[src/rtl/crq_tx_pkg.sv]
package crq_tx_pkg;
  typedef enum logic [1:0] {
    WT_DATA = 2'd0,
    WT_HDR  = 2'd1,
    WT_CRQ  = 2'd2,
    WT_NULL = 2'd3
  } wtype_e;

  typedef enum logic [2:0] {
    ST_IDLE       = 3'd0,
    ST_SEND_CRQ   = 3'd1,
    ST_WAIT_ACK   = 3'd2,
    ST_REPEAT_CRQ = 3'd3,
    ST_COLLECT_P  = 3'd4,
    ST_DELAY      = 3'd5,
    ST_STREAM     = 3'd6
  } state_e;
endpackage

[src/rtl/crq_tx_fsm.sv]
module crq_tx_fsm
  import crq_tx_pkg::*;
(
  input  logic       clk_i,
  input  logic       rst_ni,
  input  logic       valid_i,
  input  logic [1:0] type_i,
  input  logic       ack_i,
  input  logic       abort_i,
  input  logic       dly_en_i,
  input  logic       dly_zero_i,
  input  logic       dly_last_i,
  input  logic       resp_busy_i,
  output state_e     state_o,
  output logic       rd_en_o,
  output logic       grant_o,
  output logic       dly_start_o,
  output logic       stall_o
);
  state_e state_q, state_d;
  logic   rpt_q;

  always_comb begin
    state_d = state_q;
    rd_en_o = 1'b0;
    grant_o = 1'b0;
    unique case (state_q)
      ST_IDLE: begin
        if (valid_i && (type_i == WT_CRQ || type_i == WT_NULL)) begin
          rd_en_o = 1'b1;
          if (type_i == WT_CRQ) state_d = ST_SEND_CRQ;
        end
      end
      ST_SEND_CRQ: state_d = ST_WAIT_ACK;
      ST_WAIT_ACK, ST_REPEAT_CRQ: begin
        if (abort_i) begin
          state_d = ST_IDLE;
        end else if (ack_i) begin
          grant_o = 1'b1;
          state_d = (dly_en_i && !dly_zero_i) ? ST_COLLECT_P : ST_STREAM;
        end else if (state_q == ST_WAIT_ACK && valid_i) begin
          unique case (type_i)
            WT_HDR:  state_d = ST_REPEAT_CRQ;
            WT_CRQ:  begin rd_en_o = 1'b1; state_d = ST_SEND_CRQ; end
            WT_NULL: begin rd_en_o = 1'b1; state_d = ST_STREAM;   end
            default: rd_en_o = 1'b1;
          endcase
        end
      end
      ST_COLLECT_P: begin
        if (dly_last_i)        state_d = ST_STREAM;
        else if (!resp_busy_i) state_d = ST_DELAY;
      end
      ST_DELAY: if (dly_last_i) state_d = ST_STREAM;
      ST_STREAM: begin
        if (valid_i) begin
          rd_en_o = 1'b1;
          if (type_i == WT_CRQ) state_d = ST_SEND_CRQ;
        end
      end
      default: state_d = ST_IDLE;
    endcase
  end

  always_ff @(posedge clk_i or negedge rst_ni) begin
    if (!rst_ni) begin
      state_q <= ST_IDLE;
      rpt_q   <= 1'b0;
    end else begin
      state_q <= state_d;
      if (state_q == ST_REPEAT_CRQ)
        rpt_q <= 1'b1;
      else if (state_q != ST_COLLECT_P && state_q != ST_DELAY)
        rpt_q <= 1'b0;
    end
  end

  assign state_o     = state_q;
  assign dly_start_o = grant_o && dly_en_i;
  assign stall_o     = (state_q == ST_REPEAT_CRQ) ||
                       (rpt_q && (state_q == ST_COLLECT_P || state_q == ST_DELAY));
endmodule

[src/rtl/crq_tx_delay.sv]
module crq_tx_delay #(
  parameter int unsigned DLY_W   = 4,
  parameter int unsigned DLY_RST = 6
) (
  input  logic             clk_i,
  input  logic             rst_ni,
  input  logic             cfg_we_i,
  input  logic [DLY_W-1:0] cfg_dly_i,
  input  logic             start_i,
  output logic             zero_o,
  output logic             last_o
);
  logic [DLY_W-1:0] n_q, cnt_q;

  always_ff @(posedge clk_i or negedge rst_ni) begin
    if (!rst_ni) begin
      n_q   <= DLY_W'(DLY_RST);
      cnt_q <= '0;
    end else begin
      if (cfg_we_i) n_q <= cfg_dly_i;
      if (start_i)          cnt_q <= n_q;
      else if (cnt_q != '0) cnt_q <= cnt_q - 1'b1;
    end
  end

  assign zero_o = (n_q == '0);
  assign last_o = (cnt_q == DLY_W'(1));
endmodule

[src/rtl/crq_tx_resp.sv]
module crq_tx_resp #(
  parameter int unsigned NB = 4
) (
  input  logic          clk_i,
  input  logic          rst_ni,
  input  logic          start_i,
  input  logic          bit_i,
  output logic [NB-1:0] bits_o,
  output logic          vld_o,
  output logic          busy_o
);
  localparam int unsigned CW = $clog2(NB + 1);
  logic [CW-1:0] cnt_q;
  logic [NB-1:0] sh_q;
  logic          vld_q;

  always_ff @(posedge clk_i or negedge rst_ni) begin
    if (!rst_ni) begin
      cnt_q <= '0;
      sh_q  <= '0;
      vld_q <= 1'b0;
    end else if (start_i) begin
      cnt_q <= CW'(NB);
      vld_q <= 1'b0;
    end else if (cnt_q != '0) begin
      // first bit ends up in bit 0
      if (NB > 1) sh_q <= {bit_i, sh_q[NB-1:1]};
      else        sh_q <= bit_i;
      cnt_q <= cnt_q - 1'b1;
      vld_q <= (cnt_q == CW'(1));
    end else begin
      vld_q <= 1'b0;
    end
  end

  assign bits_o = sh_q;
  assign vld_o  = vld_q;
  assign busy_o = (cnt_q != '0);
endmodule

[src/rtl/crq_tx_ctrl.sv]
module crq_tx_ctrl
  import crq_tx_pkg::*;
#(
  parameter int unsigned WORD_W  = 32,
  parameter int unsigned DLY_W   = 4,
  parameter int unsigned DLY_RST = 6,
  parameter int unsigned NB      = 4
) (
  input  logic              clk_i,
  input  logic              rst_ni,
  input  logic              in_valid_i,
  input  logic [1:0]        in_type_i,
  input  logic [WORD_W-1:0] in_word_i,
  output logic              rd_en_o,
  input  logic              ack_i,
  input  logic              resp_i,
  input  logic              abort_i,
  input  logic              dly_en_i,
  input  logic              cfg_we_i,
  input  logic [DLY_W-1:0]  cfg_dly_i,
  output logic              tx_valid_o,
  output logic [1:0]        tx_type_o,
  output logic [WORD_W-1:0] tx_word_o,
  output logic              stall_o,
  output logic [NB-1:0]     prio_o,
  output logic              prio_vld_o
);
  state_e state;
  logic   grant, dly_start, dly_zero, dly_last, resp_busy;
  logic   rd_en;
  logic [WORD_W-1:0] crq_q;

  crq_tx_fsm u_fsm (
    .clk_i, .rst_ni,
    .valid_i     (in_valid_i),
    .type_i      (in_type_i),
    .ack_i, .abort_i, .dly_en_i,
    .dly_zero_i  (dly_zero),
    .dly_last_i  (dly_last),
    .resp_busy_i (resp_busy),
    .state_o     (state),
    .rd_en_o     (rd_en),
    .grant_o     (grant),
    .dly_start_o (dly_start),
    .stall_o     (stall_o)
  );

  crq_tx_delay #(.DLY_W(DLY_W), .DLY_RST(DLY_RST)) u_dly (
    .clk_i, .rst_ni, .cfg_we_i, .cfg_dly_i,
    .start_i (dly_start),
    .zero_o  (dly_zero),
    .last_o  (dly_last)
  );

  crq_tx_resp #(.NB(NB)) u_resp (
    .clk_i, .rst_ni,
    .start_i (grant),
    .bit_i   (resp_i),
    .bits_o  (prio_o),
    .vld_o   (prio_vld_o),
    .busy_o  (resp_busy)
  );

  always_ff @(posedge clk_i or negedge rst_ni) begin
    if (!rst_ni) begin
      crq_q      <= '0;
      tx_valid_o <= 1'b0;
      tx_type_o  <= WT_DATA;
      tx_word_o  <= '0;
    end else begin
      if (rd_en && in_type_i == WT_CRQ) crq_q <= in_word_i;
      if (rd_en) begin
        tx_valid_o <= 1'b1;
        tx_type_o  <= in_type_i;
        tx_word_o  <= in_word_i;
      end else if (state == ST_REPEAT_CRQ) begin
        tx_valid_o <= 1'b1;
        tx_type_o  <= WT_CRQ;
        tx_word_o  <= crq_q;
      end else begin
        tx_valid_o <= 1'b0;
        tx_type_o  <= WT_DATA;
        tx_word_o  <= '0;
      end
    end
  end

  assign rd_en_o = rd_en;
endmodule

[config.mk]
export PLATFORM = sky130hd
export DESIGN_NAME = crq_tx_ctrl
export DESIGN_NICKNAME = d
export VERILOG_FILES = /design/src/rtl/crq_tx_pkg.sv /design/src/rtl/crq_tx_fsm.sv /design/src/rtl/crq_tx_delay.sv /design/src/rtl/crq_tx_resp.sv /design/src/rtl/crq_tx_ctrl.sv
export SDC_FILE = /design/constraint.sdc
export NUM_CORES = 1
export LEC_CHECK = 0
export BUFFER_PORTS_ARGS = -buffer_cell sky130_fd_sc_hd__buf_2
export CORE_ASPECT_RATIO = 1.5
export CORE_MARGIN = 5
export CORE_UTILIZATION = 53
export CTS_CLUSTER_DIAMETER = 60
export DETAILED_ROUTE_END_ITERATION = 8
export PLACE_DENSITY = 0.79
export SYNTH_ARGS = -nofsm -noshare
export SYNTH_HDL_FRONTEND = slang
export SYNTH_SLANG_ARGS = --single-unit
[constraint.sdc]
create_clock -name clk_i -period 2.1 [get_ports clk_i]
set_clock_uncertainty 0.05 [all_clocks]
set_input_delay 0.21 -clock clk_i [delete_from_list [all_inputs] [get_ports clk_i]]
set_output_delay 0.21 -clock clk_i [all_outputs]
set_load 0.02 [all_outputs]
* Word-level counts from Yosys, hierarchy flattened
Index checks and enable logic that the tools add are counted.
** Operators by class
- $add $sub $neg :: 2
- Multiply operators :: 0
- Divide/modulo/power cells :: 0
- $lt $le $gt $ge :: 0
- Equal/unequal tests :: 19
- Shifts and indexed selects :: 0
- Mux-type cells :: 36
- Bitwise logic cells :: 1
- Reduce and logical (&&, ||, !) cells :: 21
** Operators with widths (number)
- $mux W32 :: 2
- $mux W3 :: 11
- $pmux W3 S6 :: 1
- $mux W1 :: 15
- $eq A3 B3 Y1 const B :: 3
- $ne A3 B3 Y1 const B :: 3
- $pmux W3 S3 :: 1
- $mux W4 :: 2
- $logic_and A1 B1 Y1 :: 7
- $eq A3 B1 Y1 const B :: 2
- $eq A3 B2 Y1 const B :: 2
- $mux W2 :: 3
- $ne A6 B4 Y1 const B :: 1
- $reduce_and A6 Y1 :: 1
- $reduce_bool A2 Y1 :: 3
- $eq A2 B2 Y1 const B :: 2
- $eq A4 B1 Y1 const B :: 1
- $logic_not A4 Y1 :: 1
- $ne A2 B2 Y1 const B :: 2
- $ne A4 B3 Y1 const B :: 1
- $reduce_bool A4 Y1 :: 1
- $sub A4 B1 Y4 const B :: 1
- $logic_not A3 Y1 :: 1
- $logic_or A1 B1 Y1 :: 3
- other kinds (9) :: 9
** Word-level totals
- Flip-flop bits (word level) :: 87
- Latch bits :: 0
- Bits in writable memories :: 0
- Bits in read-only memories :: 0
- Bits of input ports :: 46
- Word-level logic and storage cells :: 90
- Memories kept :: 0

* Depth between registers and ports, before layout
- Depth in word-level cells :: 7
- Gate-level depth with buffers :: 7

* By module
A second synthesis with hierarchy kept.
** Second synthesis, totals
- Cell total of the unflattened synthesis :: 319
- Area total of the unflattened synthesis :: 3890.0 sq um
** Modules (own cells, without submodules)
- crq_tx_ctrl :: times used 1, cells each 214, area each 2746.4 sq um
- crq_tx_delay :: times used 1, cells each 34, area each 416.6 sq um
- crq_tx_resp :: times used 1, cells each 27, area each 366.6 sq um
- crq_tx_fsm :: times used 1, cells each 44, area each 360.3 sq um

* Worst setup path after synthesis
OpenSTA, ideal clock, no wires.
- Kind :: reg2reg
- Start point :: reg u_fsm.state_q[2], in the netlist u_fsm.state_o[2]
- End point :: reg u_fsm.state_q[1], in the netlist u_fsm.state_o[1]
- Setup time :: 0.125 ns
- Arrival :: 1.593 ns
- Slack :: 0.332 ns
- Stages on the path, launching flop included :: 6
- Path buffers :: 1
- Clock period less this slack :: 1.768 ns
- Cells stage by stage :: dfrtp_1 -> buf_6 -> nor2b_4 -> or4_1 -> nand3_1 -> mux2_2
** Between the ends
- Cells in the longest elaborated chain, start to end :: 4
** Ends and longest elaborated chain
- from (decl) :: RTL line crq_tx_fsm.sv:20 : state_e state_q, state_d;
- from (signal assigned) :: RTL line crq_tx_fsm.sv:70 : state_q <= state_d;
- $eq A3 B2 Y1, on equally long branches :: RTL line crq_tx_fsm.sv:27, crq_tx_fsm.sv:41
- $reduce_or A2 Y1 / $logic_and A1 B1 Y1 (equally long branches) :: RTL line crq_tx_fsm.sv:27, crq_tx_fsm.sv:41
- $ne A6 B4 Y1 (no source line) / $ne A4 B3 Y1 (equally long branches)
- $reduce_and A6 Y1 (no source line)
Parallel ways exist; a longest one is shown, timed or not.
A chain may end at the register's enable or synchronous reset.

* Worst setup path after layout
- Start point :: reg u_fsm.state_q[1], in the netlist u_fsm.state_o[1]
- End point :: out rd_en_o
** Between the ends
- Cells in the longest elaborated chain, start to end :: 6
** Ends and longest elaborated chain
- $eq A3 B2 Y1 :: RTL line crq_tx_fsm.sv:27, crq_tx_fsm.sv:41
- $logic_and A1 B1 Y1 :: RTL line crq_tx_fsm.sv:41 : end else if (state_q == ST_WAIT_ACK && valid_i) begin
- $mux W1 :: RTL line crq_tx_fsm.sv:41
- $mux W1 :: RTL line crq_tx_fsm.sv:38 : end else if (ack_i) begin
- $mux W1 :: RTL line crq_tx_fsm.sv:36 : if (abort_i) begin
- $pmux W1 S3 (*) :: RTL line crq_tx_fsm.sv:27 : unique case (state_q)
- to (decl) :: RTL line crq_tx_ctrl.sv:14 : output logic rd_en_o,
Mark *: on every way between the ends. The rest lies on a longest branch, timed or not.

==> run summary <==
At the worst endpoint, the required time is about 1.8 ns. The CTS tree is built. The instance count of the mapped netlist is around 250.

The residual antenna-violating net count after detailed routing is 0. The post-synthesis cell area is about 3700 um2. The post-layout worst setup margin came out at between 0.1 and 0.15 ns. The area added between synthesis and finish is 19.36%. Ranked by instance count, the synthesized netlist is headed by sky130_fd_sc_hd__dfrtp_1, sky130_fd_sc_hd__a22o_1, sky130_fd_sc_hd__mux2_4.

The register area share after synthesis came out at 0.5865. The total negative slack for setup checks is 0 ns. The leakage power total is 2.363 nW.

By area the synthesized netlist is led by sky130_fd_sc_hd__dfrtp_1, sky130_fd_sc_hd__mux2_4, sky130_fd_sc_hd__a22o_1, sky130_fd_sc_hd__mux2_2, sky130_fd_sc_hd__buf_6. In this run the worst path has a maximum fanout of 10. The global-route total usage across every layer came out at 0.1744.

After synthesis, the largest family of logic cells by area is multiplexers. The origin of the worst min-delay path is cfg_dly_i[2]. The number of antenna violations at the first check in global routing is 0. The buffer depth of the longest clock path is 2. Of the available clock period, the critical path in the final layout requires 0.9470. The clock group share of total power is 0.186.

The internal power of the cells came out at 0.004165 W. The detailed-route wire length per cell came out at about 17 um. The quantity of I/O buffers inserted on ports came out at between 80 and 90. The floorplan step defined a die boundary enclosing 8821 um2. A synthesized cell averages around 15 um2. The total nets after synthesis came out at between 300 and 400. In this run the critical register-to-register path is launched from u_fsm.state_o[2]$_DFFE_PN0P_.

The clock-pin slew on the worst setup and hold paths is 0.08 ns. The count of H-tree levels built during CTS is 3. The core area came out at ~6900 um2.

The post-placement setup slack came out at a little under 0.2 ns. The weighted congestion reported at the end of routability-driven placement is 0.7312. The critical path data arrival time is approximately 1.7 ns.

The via count of the first global-routing pass came to ~2500. The synthesis-stage register bit count is 87. The adder and majority gate portion of the synthesized area is 0.02020. The final-report hold violation count came to 0.

The final global-route overflow total came out at 0. The maximum number of pins on one net before global-route repair came out at 50. The number of slew-limit violations in the final report was 0. The net switching power of the design came out at roughly 0.0021 W. Of the cells placed in the final design, the portion with a size suffix greater than 1 is 0.4686. The via count normalized by instance count came out at roughly 5.4. The number of remaining DRC errors came out at 0. Measured along the y axis, the die boundary spans approximately 110 um. The combinational group share of total power came out at 0.377.

The portion of netlist area occupied by mux cells is 0.1545. The switching power share of the total is 0.3314. The sequential group share of total power came out at 0.438. The number of library cell types mapped by synthesis is 44. The routed layout has roughly 2300 vias. Summed over all instances, the cell type with the most area after synthesis is sky130_fd_sc_hd__dfrtp_1. The flow ran to the end, and the final reports show no timing, DRC or antenna violations. The compound-gate portion of the synthesized area is 0.1242. STA classifies the critical path endpoint as an output port. The clock latency of the later-clocked register in the worst-skew pair came out at between 0.3 and 0.4 ns. The number of diodes is 0.

The first-pass iteration count of the detailed router came out at 4. The post-synthesis simple-gate area fraction is 0.07003. After the last flow step, the layout net total stands at approximately 400.

The critical path launch point is u_fsm.state_o[1]$_DFFE_PN0P_. The async set-reset flop share out of synthesis came out at 1.000. The total wirelength of the detailed-routed design is 7166 um. The minimum period implied by the final worst setup slack is approximately 2.0 ns.

The number of placement rows came out at 37. 88 I/O pins were placed. The most repeated cell in the gate-level netlist after synthesis is sky130_fd_sc_hd__dfrtp_1. Setup violations remaining at the end of the flow were counted as 0. The power density normalized to cell area is approximately 1400 nW/um2. The worst hold path belongs to the class input port to flip-flop. The root buffer cell is sky130_fd_sc_hd__clkbuf_8. Buffers inserted during clock tree synthesis total 9. The type of the setup path with the least slack is flip-flop to output port. The first global-routing pass estimated ~12000 um of wire. The slew at the pin with the worst max-slew slack is 0.4962 ns. The worst-case IR drop observed on VDD is 0.0008835 V. In this run the horizontal extent of the chip is between 70 and 80 um.

Yosys mapped a number of flops with a built-in enable equal to 0. The number of violations reported at the end of detailed-routing iteration 0 is 96. The initial utilization of the core area, before any placement, comes to 0.5424.

The worst setup path is launched from a flip-flop. The clock sink count came out at 87. The highest clock frequency the design can meet came out at 502.9 MHz.

The number of violations of the max-capacitance limit is 0. The detailed placement HPWL came out at 4987 um. The most used flip-flop cell after synthesis is sky130_fd_sc_hd__dfrtp_1. The area share of xor/xnor cells in the synthesized design came out at 0.007071. The headroom to the max-slew limit came out at 0.6692. The yosys synthesis warning count is 0. Setup repair after global routing left no endpoint under its margin. The area fraction of the dominant cell type after synthesis is 0.5724.
[power by group through the flow]
stage | combinational, W | sequential [W] | clock, W
final | 0.00235 | 0.00273 | 0.00116
after floorplan | 0.00152 | 0.00295 | 0
after global placement | 0.00227 | 0.00271 | 0
after CTS | 0.00237 | 0.00272 | 0.00120
after global routing | 0.00255 | 0.00281 | 0.00125
after detailed placement | 0.00234 | 0.00275 | 0
[layout by cell type (no fill, tap or decap), types with 2 or more instances in the layout]
| cell | synthesis | final |
|---|---|---|
| sky130_fd_sc_hd__mux2_4 | 30 | 30 |
| sky130_fd_sc_hd__a22o_1 | 32 | 32 |
| sky130_fd_sc_hd__mux2_2 | 11 | 11 |
| sky130_fd_sc_hd__buf_12 | 0 | 2 |
| sky130_fd_sc_hd__o21ai_0 | 6 | 6 |
| sky130_fd_sc_hd__xnor2_1 | 2 | 2 |
| sky130_fd_sc_hd__nor2b_1 | 3 | 2 |
| sky130_fd_sc_hd__a211o_1 | 2 | 2 |
| sky130_fd_sc_hd__clkbuf_8 | 0 | 11 |
| sky130_fd_sc_hd__dfrtp_1 | 85 | 83 |
| sky130_fd_sc_hd__nor2_1 | 8 | 8 |
| sky130_fd_sc_hd__inv_1 | 6 | 6 |
| sky130_fd_sc_hd__nand2b_1 | 4 | 4 |
| sky130_fd_sc_hd__and2_1 | 2 | 2 |
| sky130_fd_sc_hd__nor2b_4 | 2 | 3 |
| sky130_fd_sc_hd__nor4b_1 | 2 | 2 |
| sky130_fd_sc_hd__dfstp_2 | 2 | 2 |
| sky130_fd_sc_hd__ha_1 | 6 | 6 |
| sky130_fd_sc_hd__nand3_1 | 2 | 2 |
| sky130_fd_sc_hd__nand2_1 | 4 | 4 |
| sky130_fd_sc_hd__a21oi_1 | 6 | 6 |
| sky130_fd_sc_hd__a21o_1 | 4 | 4 |
| sky130_fd_sc_hd__buf_2 | 3 | 86 |
| sky130_fd_sc_hd__buf_4 | 2 | 7 |
| sky130_fd_sc_hd__or3b_2 | 2 | 2 |
| sky130_fd_sc_hd__dfrtp_2 | 0 | 2 |
[cell families (layout without fill, tap and decap cells)]
kind of cell,after synthesis,after routing
fa+ha+maj,6,6
flops,87,87
simple gates,39,39
buf+inv,20,116
xor+xnor,3,3
compound gates,58,58
mux,41,41
[metrics by stage]
stage,power (W),area [um2],hold slack [ns],std cells,util
CTS,0.006289,4425,0.005143,427,0.6459
finish,0.006230,4436,0.02054,428,0.6474
global route,0.006623,4436,0.02202,428,0.6474
detailed placement,0.005088,4215,0.1588,412,0.6152
global placement,0.004984,4215,0.1551,412,0.6152
floorplan,0.004474,3716,-0.1356,254,-
[per-layer routing]
| layer | share of wire | vias up | track usage | wire length, um |
|---|---|---|---|---|
| met5 | 0 | - | 0 | 0 |
| met4 | 0.023 | 0 | 0.09218 | 162 |
| met3 | 0.043 | 11 | 0.03050 | 306 |
| met2 | 0.50 | 66 | 0.2878 | 3615 |
| met1 | 0.43 | 1152 | 0.2176 | 3082 |
| li1 | - | 1095 | - | - |
[final cells by class]
class	count	area, um2
repair buffers	96	533.0
clock buffers	11	151.4
multi-input cells	147	1405
inverters	6	22.52
well taps	78	97.59
flip-flops and latches	87	2182
fillers	522	2416
clock inverters	3	43.79
[path summary, 6_finish.rpt]
| check | slack [ns] | cells after the start | to |
|---|---|---|---|
| hold / removal | 0.02 | 3 | u_dly.n_q[2]$_DFFE_PN1P_ |
| min in group asynchronous | 0.32 | 2 | crq_q[4]$_DFFE_PN0P_ |
| hold reg to reg | 0.43 | 1 | u_resp.vld_o$_DFF_PN0_ |
| setup reg to reg | 0.22 | 4 | u_fsm.state_o[1]$_DFFE_PN0P_ |
| max in group asynchronous | 0.99 | 3 | u_dly.n_q[1]$_DFFE_PN1P_ |
| setup / recovery | 0.11 | 4 | rd_en_o |
[state kept, by name, indices dropped and copies added (netlist names)]
register,flops
u_dly.n_q,4
u_dly.cnt_q,4
u_resp.bits_o,4
u_resp.vld_o,1
u_resp.cnt_q,3
u_fsm.rpt_q,1
tx_valid_o,1
crq_q,32
u_fsm.state_o,3
tx_word_o,32
tx_type_o,2
[worst max-delay path: stages (launching register included)]
cell	delay (ns)
sky130_fd_sc_hd__dfrtp_2	0.47
sky130_fd_sc_hd__nor2b_4	0.17
sky130_fd_sc_hd__a211oi_4	0.33
sky130_fd_sc_hd__nor2b_4	0.22
sky130_fd_sc_hd__buf_2	0.19
[timing repair]
| action | CTS | global route |
|---|---|---|
| hold buffers | 1 | 0 |
| setup endpoints to repair | 1 | 1 |
| buffers inserted | 0 | 1 |
| endpoints found under the hold margin | 38 | 0 |
| resized for setup | 1 | 2 |
No activity file was read; power rests on OpenSTA's default activity.
